## config.mk

```make
export PLATFORM = sky130hd
export DESIGN_NAME = ttw_matcher
export DESIGN_NICKNAME = d
export VERILOG_FILES = /design/src/rtl/ttw_pkg.sv /design/src/rtl/ttw_regfile.sv /design/src/rtl/ttw_win_classic.sv /design/src/rtl/ttw_win_compact.sv /design/src/rtl/ttw_prio.sv /design/src/rtl/ttw_matcher.sv
export SDC_FILE = /design/constraint.sdc
export NUM_CORES = 1
export LEC_CHECK = 0
export BUFFER_PORTS_ARGS = -buffer_cell sky130_fd_sc_hd__buf_2
export CAP_MARGIN = 20
export CORE_MARGIN = 10
export CORE_UTILIZATION = 55
export DETAILED_ROUTE_END_ITERATION = 7
export GPL_TIMING_DRIVEN = 0
export PLACE_DENSITY_LB_ADDON = 0.2
export SLEW_MARGIN = 20
export SYNTH_ARGS = -nofsm -noshare
export SYNTH_HDL_FRONTEND = slang
export SYNTH_SLANG_ARGS = --single-unit
```

## constraint.sdc

```tcl
create_clock -name clk -period 5.9 [get_ports clk]
set_input_delay 0.295 -clock clk [delete_from_list [all_inputs] [get_ports clk]]
set_output_delay 0.295 -clock clk [all_outputs]
set_load 0.02 [all_outputs]
```

## src/rtl/ttw_pkg.sv

```systemverilog
package ttw_pkg;
  localparam int REG_W  = 32;
  localparam int FC_W   = 3;
  localparam int BYTE_W = 8;

  // window register field positions
  localparam int F_EN      = 15;
  localparam int F_BASE_LO = 24;
  localparam int F_MASK_LO = 16;
  localparam int F_RW_IGN  = 8;
  localparam int F_RW_VAL  = 9;
  localparam int F_FCB_LO  = 4;
  localparam int F_FCM_LO  = 0;
  localparam int F_MODE_LO = 13;
  localparam int F_WP      = 2;

  typedef enum logic {
    FMT_CLASSIC = 1'b0,
    FMT_COMPACT = 1'b1
  } ttw_fmt_e;

  typedef enum logic [1:0] {
    PRV_USER  = 2'd0,
    PRV_SUPER = 2'd1,
    PRV_ANY_A = 2'd2,
    PRV_ANY_B = 2'd3
  } ttw_prv_e;

  // top address byte compare, mask bit 1 = don't care
  function automatic logic addr_in_window(input logic [REG_W-1:0] cfg,
                                          input logic [BYTE_W-1:0] addr_hi);
    logic [BYTE_W-1:0] care;
    care = ~cfg[F_MASK_LO +: BYTE_W];
    return ((addr_hi ^ cfg[F_BASE_LO +: BYTE_W]) & care) == '0;
  endfunction
endpackage

```

## src/rtl/ttw_regfile.sv

```systemverilog
module ttw_regfile
  import ttw_pkg::*;
#(
  parameter int NUM_WIN = 2,
  parameter int SEL_W   = 3
) (
  input  logic                          clk,
  input  logic                          rst_n,
  input  logic                          wr_en,
  input  logic [SEL_W-1:0]              wr_sel,
  input  logic [REG_W-1:0]              wr_data,
  output logic [NUM_WIN-1:0][REG_W-1:0] cls_q,
  output logic [NUM_WIN-1:0][REG_W-1:0] dat_q,
  output logic [NUM_WIN-1:0][REG_W-1:0] ins_q
);
  localparam int NUM_BANK = 3;

  logic [NUM_BANK-1:0][NUM_WIN-1:0][REG_W-1:0] bank_q;

  for (genvar b = 0; b < NUM_BANK; b++) begin : g_bank
    for (genvar i = 0; i < NUM_WIN; i++) begin : g_win
      logic             load;
      logic [REG_W-1:0] cfg_r;

      assign load = wr_en && (wr_sel == SEL_W'(b * NUM_WIN + i));

      always_ff @(posedge clk or negedge rst_n) begin
        if (!rst_n) begin
          cfg_r <= '0;
        end else if (load) begin
          cfg_r <= wr_data;
        end
      end

      assign bank_q[b][i] = cfg_r;
    end
  end

  assign cls_q = bank_q[0];
  assign dat_q = bank_q[1];
  assign ins_q = bank_q[2];
endmodule

```

## src/rtl/ttw_win_classic.sv

```systemverilog
module ttw_win_classic
  import ttw_pkg::*;
(
  input  logic [REG_W-1:0]  cfg,
  input  logic [BYTE_W-1:0] addr_hi,
  input  logic [FC_W-1:0]   fc,
  input  logic              rd,
  output logic              match
);
  logic            addr_ok;
  logic            fc_ok;
  logic            rw_ok;
  logic [FC_W-1:0] fc_care;
  logic            unused_cfg;

  assign unused_cfg = ^{cfg[14:10], cfg[7], cfg[3]};

  assign addr_ok = addr_in_window(cfg, addr_hi);
  assign fc_care = ~cfg[F_FCM_LO +: FC_W];
  assign fc_ok   = ((fc ^ cfg[F_FCB_LO +: FC_W]) & fc_care) == '0;
  assign rw_ok   = cfg[F_RW_IGN] | (rd == cfg[F_RW_VAL]);
  assign match   = cfg[F_EN] & addr_ok & fc_ok & rw_ok;
endmodule

```

## src/rtl/ttw_win_compact.sv

```systemverilog
module ttw_win_compact
  import ttw_pkg::*;
(
  input  logic [REG_W-1:0]  cfg,
  input  logic [BYTE_W-1:0] addr_hi,
  input  logic              super_acc,
  output logic              match,
  output logic              wprot
);
  ttw_prv_e mode;
  logic     prv_ok;
  logic     unused_cfg;

  assign unused_cfg = ^{cfg[12:3], cfg[1:0]};
  assign mode       = ttw_prv_e'(cfg[F_MODE_LO +: 2]);

  always_comb begin
    case (mode)
      PRV_USER:  prv_ok = !super_acc;
      PRV_SUPER: prv_ok = super_acc;
      default:   prv_ok = 1'b1;
    endcase
  end

  assign match = cfg[F_EN] & addr_in_window(cfg, addr_hi) & prv_ok;
  assign wprot = cfg[F_WP];
endmodule

```

## src/rtl/ttw_prio.sv

```systemverilog
module ttw_prio #(
  parameter int N     = 2,
  parameter int IDX_W = 1
) (
  input  logic [N-1:0]     vec,
  output logic             any,
  output logic [IDX_W-1:0] idx
);
  always_comb begin
    idx = '0;
    for (int i = N - 1; i >= 0; i--) begin
      if (vec[i]) idx = IDX_W'(i);
    end
  end

  assign any = |vec;
endmodule

```

## src/rtl/ttw_matcher.sv

```systemverilog
module ttw_matcher
  import ttw_pkg::*;
#(
  parameter int NUM_WIN  = 2,
  parameter int ADDR_W   = 32,
  parameter int ST_W     = 16,
  parameter int ST_TRANS = 6,
  parameter int ST_BERR  = 15,
  localparam int SEL_W   = $clog2(3 * NUM_WIN),
  localparam int IDX_W   = (NUM_WIN > 1) ? $clog2(NUM_WIN) : 1
) (
  input  logic              clk,
  input  logic              rst_n,
  input  logic              wr_en,
  input  logic [SEL_W-1:0]  wr_sel,
  input  logic [REG_W-1:0]  wr_data,
  input  logic              req_valid,
  input  logic              req_fmt,
  input  logic [ADDR_W-1:0] req_addr,
  input  logic [FC_W-1:0]   req_fc,
  input  logic              req_rd,
  output logic              rsp_valid,
  output logic              rsp_hit,
  output logic [IDX_W-1:0]  rsp_win,
  output logic [ST_W-1:0]   rsp_status,
  output logic              rsp_fault
);
  // reset: asserted asynchronously, released on the clock
  logic [1:0] rst_pipe;
  logic       rst_ns;

  always_ff @(posedge clk or negedge rst_n) begin
    if (!rst_n) begin
      rst_pipe <= '0;
    end else begin
      rst_pipe <= {rst_pipe[0], 1'b1};
    end
  end
  assign rst_ns = rst_pipe[1];

  // window registers
  logic [NUM_WIN-1:0][REG_W-1:0] cls_q, dat_q, ins_q;

  ttw_regfile #(.NUM_WIN(NUM_WIN), .SEL_W(SEL_W)) u_regs (
    .clk    (clk),
    .rst_n  (rst_ns),
    .wr_en  (wr_en),
    .wr_sel (wr_sel),
    .wr_data(wr_data),
    .cls_q  (cls_q),
    .dat_q  (dat_q),
    .ins_q  (ins_q)
  );

  // per-window compare
  logic [BYTE_W-1:0]  addr_hi;
  logic               unused_addr_lo;
  logic [NUM_WIN-1:0] cls_hit, dat_hit, dat_wp, ins_hit, ins_wp;

  assign addr_hi        = req_addr[ADDR_W-1 -: BYTE_W];
  assign unused_addr_lo = ^req_addr[ADDR_W-BYTE_W-1:0];

  for (genvar w = 0; w < NUM_WIN; w++) begin : g_win
    ttw_win_classic u_cls (
      .cfg    (cls_q[w]),
      .addr_hi(addr_hi),
      .fc     (req_fc),
      .rd     (req_rd),
      .match  (cls_hit[w])
    );
    ttw_win_compact u_dat (
      .cfg      (dat_q[w]),
      .addr_hi  (addr_hi),
      .super_acc(req_fc[2]),
      .match    (dat_hit[w]),
      .wprot    (dat_wp[w])
    );
    ttw_win_compact u_ins (
      .cfg      (ins_q[w]),
      .addr_hi  (addr_hi),
      .super_acc(req_fc[2]),
      .match    (ins_hit[w]),
      .wprot    (ins_wp[w])
    );
  end

  // compact pair select: data access first, then program access
  logic [NUM_WIN-1:0] cmp_hit, cmp_wp;

  always_comb begin
    cmp_hit = '0;
    cmp_wp  = '0;
    if (req_fc[0]) begin
      cmp_hit = dat_hit;
      cmp_wp  = dat_wp;
    end else if (req_fc[1]) begin
      cmp_hit = ins_hit;
      cmp_wp  = ins_wp;
    end
  end

  logic             cls_any, cmp_any;
  logic [IDX_W-1:0] cls_idx, cmp_idx;

  ttw_prio #(.N(NUM_WIN), .IDX_W(IDX_W)) u_prio_cls (
    .vec(cls_hit), .any(cls_any), .idx(cls_idx)
  );
  ttw_prio #(.N(NUM_WIN), .IDX_W(IDX_W)) u_prio_cmp (
    .vec(cmp_hit), .any(cmp_any), .idx(cmp_idx)
  );

  // next state
  ttw_fmt_e         fmt;
  logic             hit_d, fault_d;
  logic [IDX_W-1:0] win_d;
  logic [ST_W-1:0]  status_d;

  assign fmt = ttw_fmt_e'(req_fmt);

  always_comb begin
    hit_d   = 1'b0;
    fault_d = 1'b0;
    win_d   = '0;
    if (fmt == FMT_CLASSIC) begin
      hit_d = cls_any;
      win_d = cls_idx;
    end else begin
      win_d = cmp_idx;
      if (cmp_any) begin
        if (!req_rd && cmp_wp[cmp_idx]) fault_d = 1'b1;
        else                            hit_d   = 1'b1;
      end
    end
    status_d           = '0;
    status_d[ST_TRANS] = hit_d;
    status_d[ST_BERR]  = fault_d;
  end

  // result registers
  logic             valid_q, hit_q, fault_q;
  logic [IDX_W-1:0] win_q;
  logic [ST_W-1:0]  status_q;

  always_ff @(posedge clk or negedge rst_ns) begin
    if (!rst_ns) begin
      valid_q <= 1'b0;
    end else begin
      valid_q <= req_valid;
    end
  end

  always_ff @(posedge clk or negedge rst_ns) begin
    if (!rst_ns) begin
      hit_q    <= 1'b0;
      fault_q  <= 1'b0;
      win_q    <= '0;
      status_q <= '0;
    end else if (req_valid) begin
      hit_q    <= hit_d;
      fault_q  <= fault_d;
      win_q    <= win_d;
      status_q <= status_d;
    end
  end

  assign rsp_valid  = valid_q;
  assign rsp_hit    = hit_q;
  assign rsp_win    = win_q;
  assign rsp_status = status_q;
  assign rsp_fault  = fault_q;
endmodule

```

* After elaboration in Yosys (flattened, before gate mapping)
Index checks and enable logic that the tools add are counted. W data, S select, Z words.
Storage, ports and cells: register bits after elaboration 200, latch bits 0, memory bits (writable) 0, bits in read-only memories 0, input bits 76, output and inout port bits 20, logic and storage cells 109, memories kept 0
Cells by class: add/sub/neg operators 0, multiply operators 0, divide/modulo/power cells 0, order comparisons 1, equal/unequal tests 11, shift operators 0, multiplexer cells 21, bitwise operators 40, reduce and logical (&&, ||, !) cells 24
Operators with widths (number):
- $and A8 B8 Y8 | 6
- $logic_not A8 Y1 | 6
- $not A8 Y8 | 6
- $xor A8 B8 Y8 | 6
- $and A1 B1 Y1 | 14
- $mux W1 | 13
- $logic_not A3 Y1 | 3
- $eq A2 B1 Y1 const B | 4
- $logic_not A2 Y1 | 4
- $mux W2 | 4
- $pmux W1 S2 | 4
- $logic_and A1 B1 Y1 | 7
- $and A3 B3 Y3 | 2
- $eq A3 B2 Y1 const B | 2
- $eq A3 B3 Y1 const B | 2
- $not A3 Y3 | 2
- $xor A3 B3 Y3 | 2
- $reduce_or A2 Y1 | 2
- $eq A3 B1 Y1 const B | 1
- $eq A1 B1 Y1 | 2
- $logic_not A1 Y1 | 2
- $lt A1 B2 Y1 const B | 1
- $or A1 B1 Y1 | 2

* Logic depth before layout (Yosys ltp)
depth after elaboration 15, gate-level depth with buffers 8, depth with buffers taken out 7

* Hierarchy
From an unflattened synthesis, not the netlist that was laid out.
Unflattened totals: cell total of the unflattened synthesis 570, area total of the unflattened synthesis 8540.7 um^2
By module, submodules not included:
- ttw_regfile | times used 1, cells each 412, area each 7229.4 um^2, sequential area each 4804.6 um^2
- ttw_win_compact | times used 4, cells each 17, area each 132.6 um^2, sequential area each 0.0 um^2
- ttw_matcher | times used 1, cells each 44, area each 425.4 um^2, sequential area each 150.1 um^2
- ttw_win_classic | times used 2, cells each 21, area each 165.2 um^2, sequential area each 0.0 um^2
- ttw_prio | times used 2, cells each 2, area each 12.5 um^2, sequential area each 0.0 um^2

* Worst setup path after synthesis
Ideal clock, no wire load.
kind input to register, start input port req_fc[0], end register status_q[6] (netlist: rsp_status[6]), library setup time 0.126 ns, arrival 1.744 ns, data required time 5.774 ns, slack 4.030 ns, stages 7, path buffers 1, path through buf_4 -> nor2b_4 -> o211ai_1 -> or4_4 -> a21boi_2 -> mux2i_1 -> a221o_1
On the way: word-level cells in the longest chain between the ends 9, elaborated cells on any way between the ends 22, classes of those cells mux (9); bitwise (8); reduce/logical (5)
Ends and longest elaborated chain:
- start, declared | line ttw_matcher.sv:20 | input logic [FC_W-1:0] req_fc,
- $mux W2 | line ttw_matcher.sv:93 | if (req_fc[0]) begin
- $mux W1 (2 in a row) | line ttw_prio.sv:12 | if (vec[i]) idx = IDX_W'(i);
- $mux W1 (not written as such) (2 in a row) | line ttw_matcher.sv:130 | if (!req_rd && cmp_wp[cmp_idx]) fault_d = 1'b1;
- $logic_and A1 B1 Y1 | line ttw_matcher.sv:130
- $mux W1 | line ttw_matcher.sv:130
- $mux W1 | line ttw_matcher.sv:129 | if (cmp_any) begin
- $mux W1 * | line ttw_matcher.sv:124 | if (fmt == FMT_CLASSIC) begin
- end signal, assigned | line ttw_matcher.sv:162 | status_q <= status_d;
- end, declared | line ttw_matcher.sv:142 | logic [ST_W-1:0] status_q;
Every way passes the cells marked *; elsewhere a longest branch is shown, timed or not. The select of a mux whose other input is x is not followed. A chain may end at the register's enable or synchronous reset.

* Worst setup path in the final report
start register u_regs.g_bank[1].g_win[0].cfg_r[26], end register status_q[6] (netlist: rsp_status[6])
On the way: word-level cells in the longest chain between the ends 13, elaborated cells on any way between the ends 14, classes of those cells mux (7); bitwise (4); reduce/logical (3)
Ends and longest elaborated chain:
- start, declared | line ttw_regfile.sv:23 | logic [REG_W-1:0] cfg_r;
- start signal, assigned | line ttw_regfile.sv:31 | cfg_r <= wr_data;
- $xor A8 B8 Y8 * | line ttw_pkg.sv:34 | return ((addr_hi ^ cfg[F_BASE_LO +: BYTE_W]) & care) == '0;
- $and A8 B8 Y8 * | line ttw_pkg.sv:34
- $logic_not A8 Y1 * | line ttw_pkg.sv:34
- $and A1 B1 Y1 * (2 in a row) | line ttw_win_compact.sv:25 | assign match = cfg[F_EN] & addr_in_window(cfg, addr_hi) & prv_ok;
- $mux W2 * | line ttw_matcher.sv:93
- $mux W1 | line ttw_prio.sv:12
- $mux W1 (not written as such) (2 in a row) | line ttw_matcher.sv:130
- $logic_and A1 B1 Y1 | line ttw_matcher.sv:130
- $mux W1 | line ttw_matcher.sv:130
- $mux W1 * | line ttw_matcher.sv:129
- $mux W1 * | line ttw_matcher.sv:124
Marked as above.

==> impl_results.md <==
- Synth cell count leaders: 136 x dfrtp_1, 130 x mux2_2, 58 x xnor2_1
- WL final: 13.9 mm
- Top FF cell, synth: dfrtp_1
- Worst Tran Pin Value: 0.885 ns
- Clk slew on worst S/H paths: 0.06 ns
- IO Pins: 96
- Synth async-reset ratio: 100%
- Yosys top cell by area: dfrtp_1
- Clock Latency Late Sink: 0.42 ns
- Post-route DRC violation count: 0
- Drt wl/cell: 20.6 um
- Starting Density: 56.6%
- Worst EP arrival: 2.35 ns
- Die H: 126 um
- Core area: 0.0109 mm2
- CTS tree: done
- Post-synth EDFFs: 0
- Yosys warns: 0
- Via density: 5.53
- Yosys cell types: 39
- Fin Setup TNS: 0 ns
- FF+latch count, synth: 136
- Avg Cell Area, Syn: 13.9 um2
- Std-Cell Rows: 38
- Post-CTS Setup Bufs: 0
- Fin crit share: 34.8%
- Worst Hold Class: input port to register
- Pwr dens: 405 mW/mm2
- Top-count cell post-synth: dfrtp_1
- Period minus WS final: 2.05 ns
- Max-slew violation count: 0
- Clock tree sinks: 136
- Vias in the first global route: 4039
- Initial antenna violation count: 0
- Endpoints failing setup: 0
- CTS max path bufs: 2
- Crit start category: register
- VDD IR max: 0.209 mV
- Clk root buf: clkbuf_16
- GP Congestion: 0.772
- Max transition margin: 41.0%
- Area of the die: 0.0159 mm2
- Initial drt markers: 245
- Dominant cells by area after synthesis: dfrtp_1 55%, mux2_2 24%, xnor2_1 8.2%
- Seq/Total Area, Yosys: 55.0%
- Via count: 3730
- Crit-path max FO: 3
- Mapped Area: 0.00619 mm2
- Peak Freq: 487 MHz
- Tot GR Track Use: 18.2%
- Remaining Overflow, GRT: 0
- Post-DRT Antenna Nets: 0
- N_diodes: 0
- Status: finished, final reports clean
- Kind of critical path: register to register
- Final #Nets: 597
- Synth top area share: 55.0%
- Area grow syn2layout: 19.3%
- First-pass GRT wire length: 22.4 mm
- Hold Fails Final Rpt: 0
- DPL Wire Length: 9.78 mm
- RSZ-0062 raised after global routing: no
- Placed inst area: 0.00668 mm2
- H-tree Lvls: 4
- Pin count of the biggest net entering global routing: 60
- Required time of the critical path: 6.20 ns
- Syn Inst Count: 444
- LEAKAGE: 3.16 nW
- Pre-Repair DR Iteration Count: 4
- Die width: 126 um
- Max Clock Skew: 0.00810 ns
- TritonCTS buffer count: 17
- Setup crit end kind: register
- Layout cells sized above 1: 45.5%
- Post-route cell area: 0.00738 mm2
- Port bufs: 42
- Max_cap viols: 0
## report_power, final
group          switching, mW  internal, mW
combinational          0.222         0.294
sequential             0.123          1.13
clock                  0.389         0.827
total                  0.734          2.25
## kinds of logic after synthesis
| kind of cell | after synthesis | synth area share, % |
|---|---|---|
| AOI/OAI and AO/OA | 43 | 4.89 |
| xor gates and xnor gates | 60 | 8.92 |
| buffers and inverters | 40 | 4.33 |
| DFF | 136 | 55.0 |
| muxes | 131 | 23.8 |
| other | 2 | 0.121 |
| and+or+nand+nor | 32 | 2.91 |
## path summary, 6_finish.rpt
path	cells after the start	slack, ns	start	to
min in group asynchronous	2	0.18	rst_n	rst_pipe[1]$_DFF_PN0_
max in group asynchronous	1	5.10	rst_pipe[1]$_DFF_PN0_	u_regs.g_bank[1].g_win[1].cfg_r[19]$_DFFE_PN0P_
max	7	3.85	u_regs.g_bank[1].g_win[0].cfg_r[26]$_DFFE_PN0P_	rsp_status[6]$_DFFE_PN0P_
min	1	0.04	req_valid	rsp_valid$_DFF_PN0_
max reg2reg	7	3.85	u_regs.g_bank[1].g_win[0].cfg_r[26]$_DFFE_PN0P_	rsp_status[6]$_DFFE_PN0P_
min reg2reg	0	0.22	rst_pipe[1]$_DFF_PN0_	u_regs.g_bank[0].g_win[0].cfg_r[28]$_DFFE_PN0P_
## registers in the layout (all words and copies together), names as in the netlist
name	flops
u_regs.g_bank.g_win.cfg_r	130
rst_pipe	2
rsp_fault	1
rsp_status	1
rsp_valid	1
rsp_win	1
## what timing repair did
action | 4_1_cts | 5_1_grt
hold endpoints to repair | 2 | 0
hold buffers | 1 | 0
gates resized for setup | 0 | 0
setup endpoints to repair | 0 | 0
## metal layers
| layer | global-route usage (%) | part of all wire, % | vias to the layer above |
|---|---|---|---|
| met5 | 0 | 0 | - |
| met4 | 6.43 | 2.0 | 0 |
| met3 | 5.87 | 6.1 | 19 |
| met2 | 28.9 | 48 | 121 |
| met1 | 23.0 | 44 | 1888 |
| li1 | - | - | 1702 |
## worst max-delay path, stage by stage (launching register included)
cell and delay, ns:
dfrtp_1 0.39, xnor2_1 0.14, o22ai_1 0.23, nor3_1 0.09, a22oi_1 0.40, a21boi_2 0.27, mux2i_1 0.12, a221o_1 0.31
## cells in the final DEF (no fill, tap or decap), types with 2 or more instances in the layout
cell	count
nor3_1	6
dfrtp_1	135
clkbuf_8	3
mux2_2	130
o21ai_0	2
clkinvlp_4	2
buf_4	18
bufinv_16	6
o22ai_1	23
xnor2_1	58
nor4_1	2
buf_16	2
buf_2	46
nor2_1	9
buf_6	6
clkbuf_16	17
o211ai_1	4
a22oi_1	3
a21oi_1	3
nand2_1	6
clkbuf_1	11
clkinv_4	2
conb_1	15
## final cells by class
type / count / area, um2
clock inverters: 11 / 218
flip-flops and latches: 136 / 3410
repair buffers: 45 / 275
well taps: 140 / 175
inverters: 1 / 3.75
multi-input cells: 281 / 2560
clock buffers: 21 / 470
plain buffers: 39 / 264
fillers: 769 / 3560
## per-stage QoR
stage          worst slack [ns]  power, mW  cells  hold WS [ns]  util, %
2_1_floorplan              1.83       1.63    457     -0.000591        -
3_3_place_gp              0.473       1.75    639        0.0796     60.5
3_5_place_dp               3.50       1.78    641        0.0811     61.1
4_1_cts                    3.85       3.01    674        0.0237     67.5
5_1_grt                    3.77       3.12    674        0.0364     67.5
6_report                   3.85       2.99    674        0.0353     67.5
(Power assumes the default switching activity.)
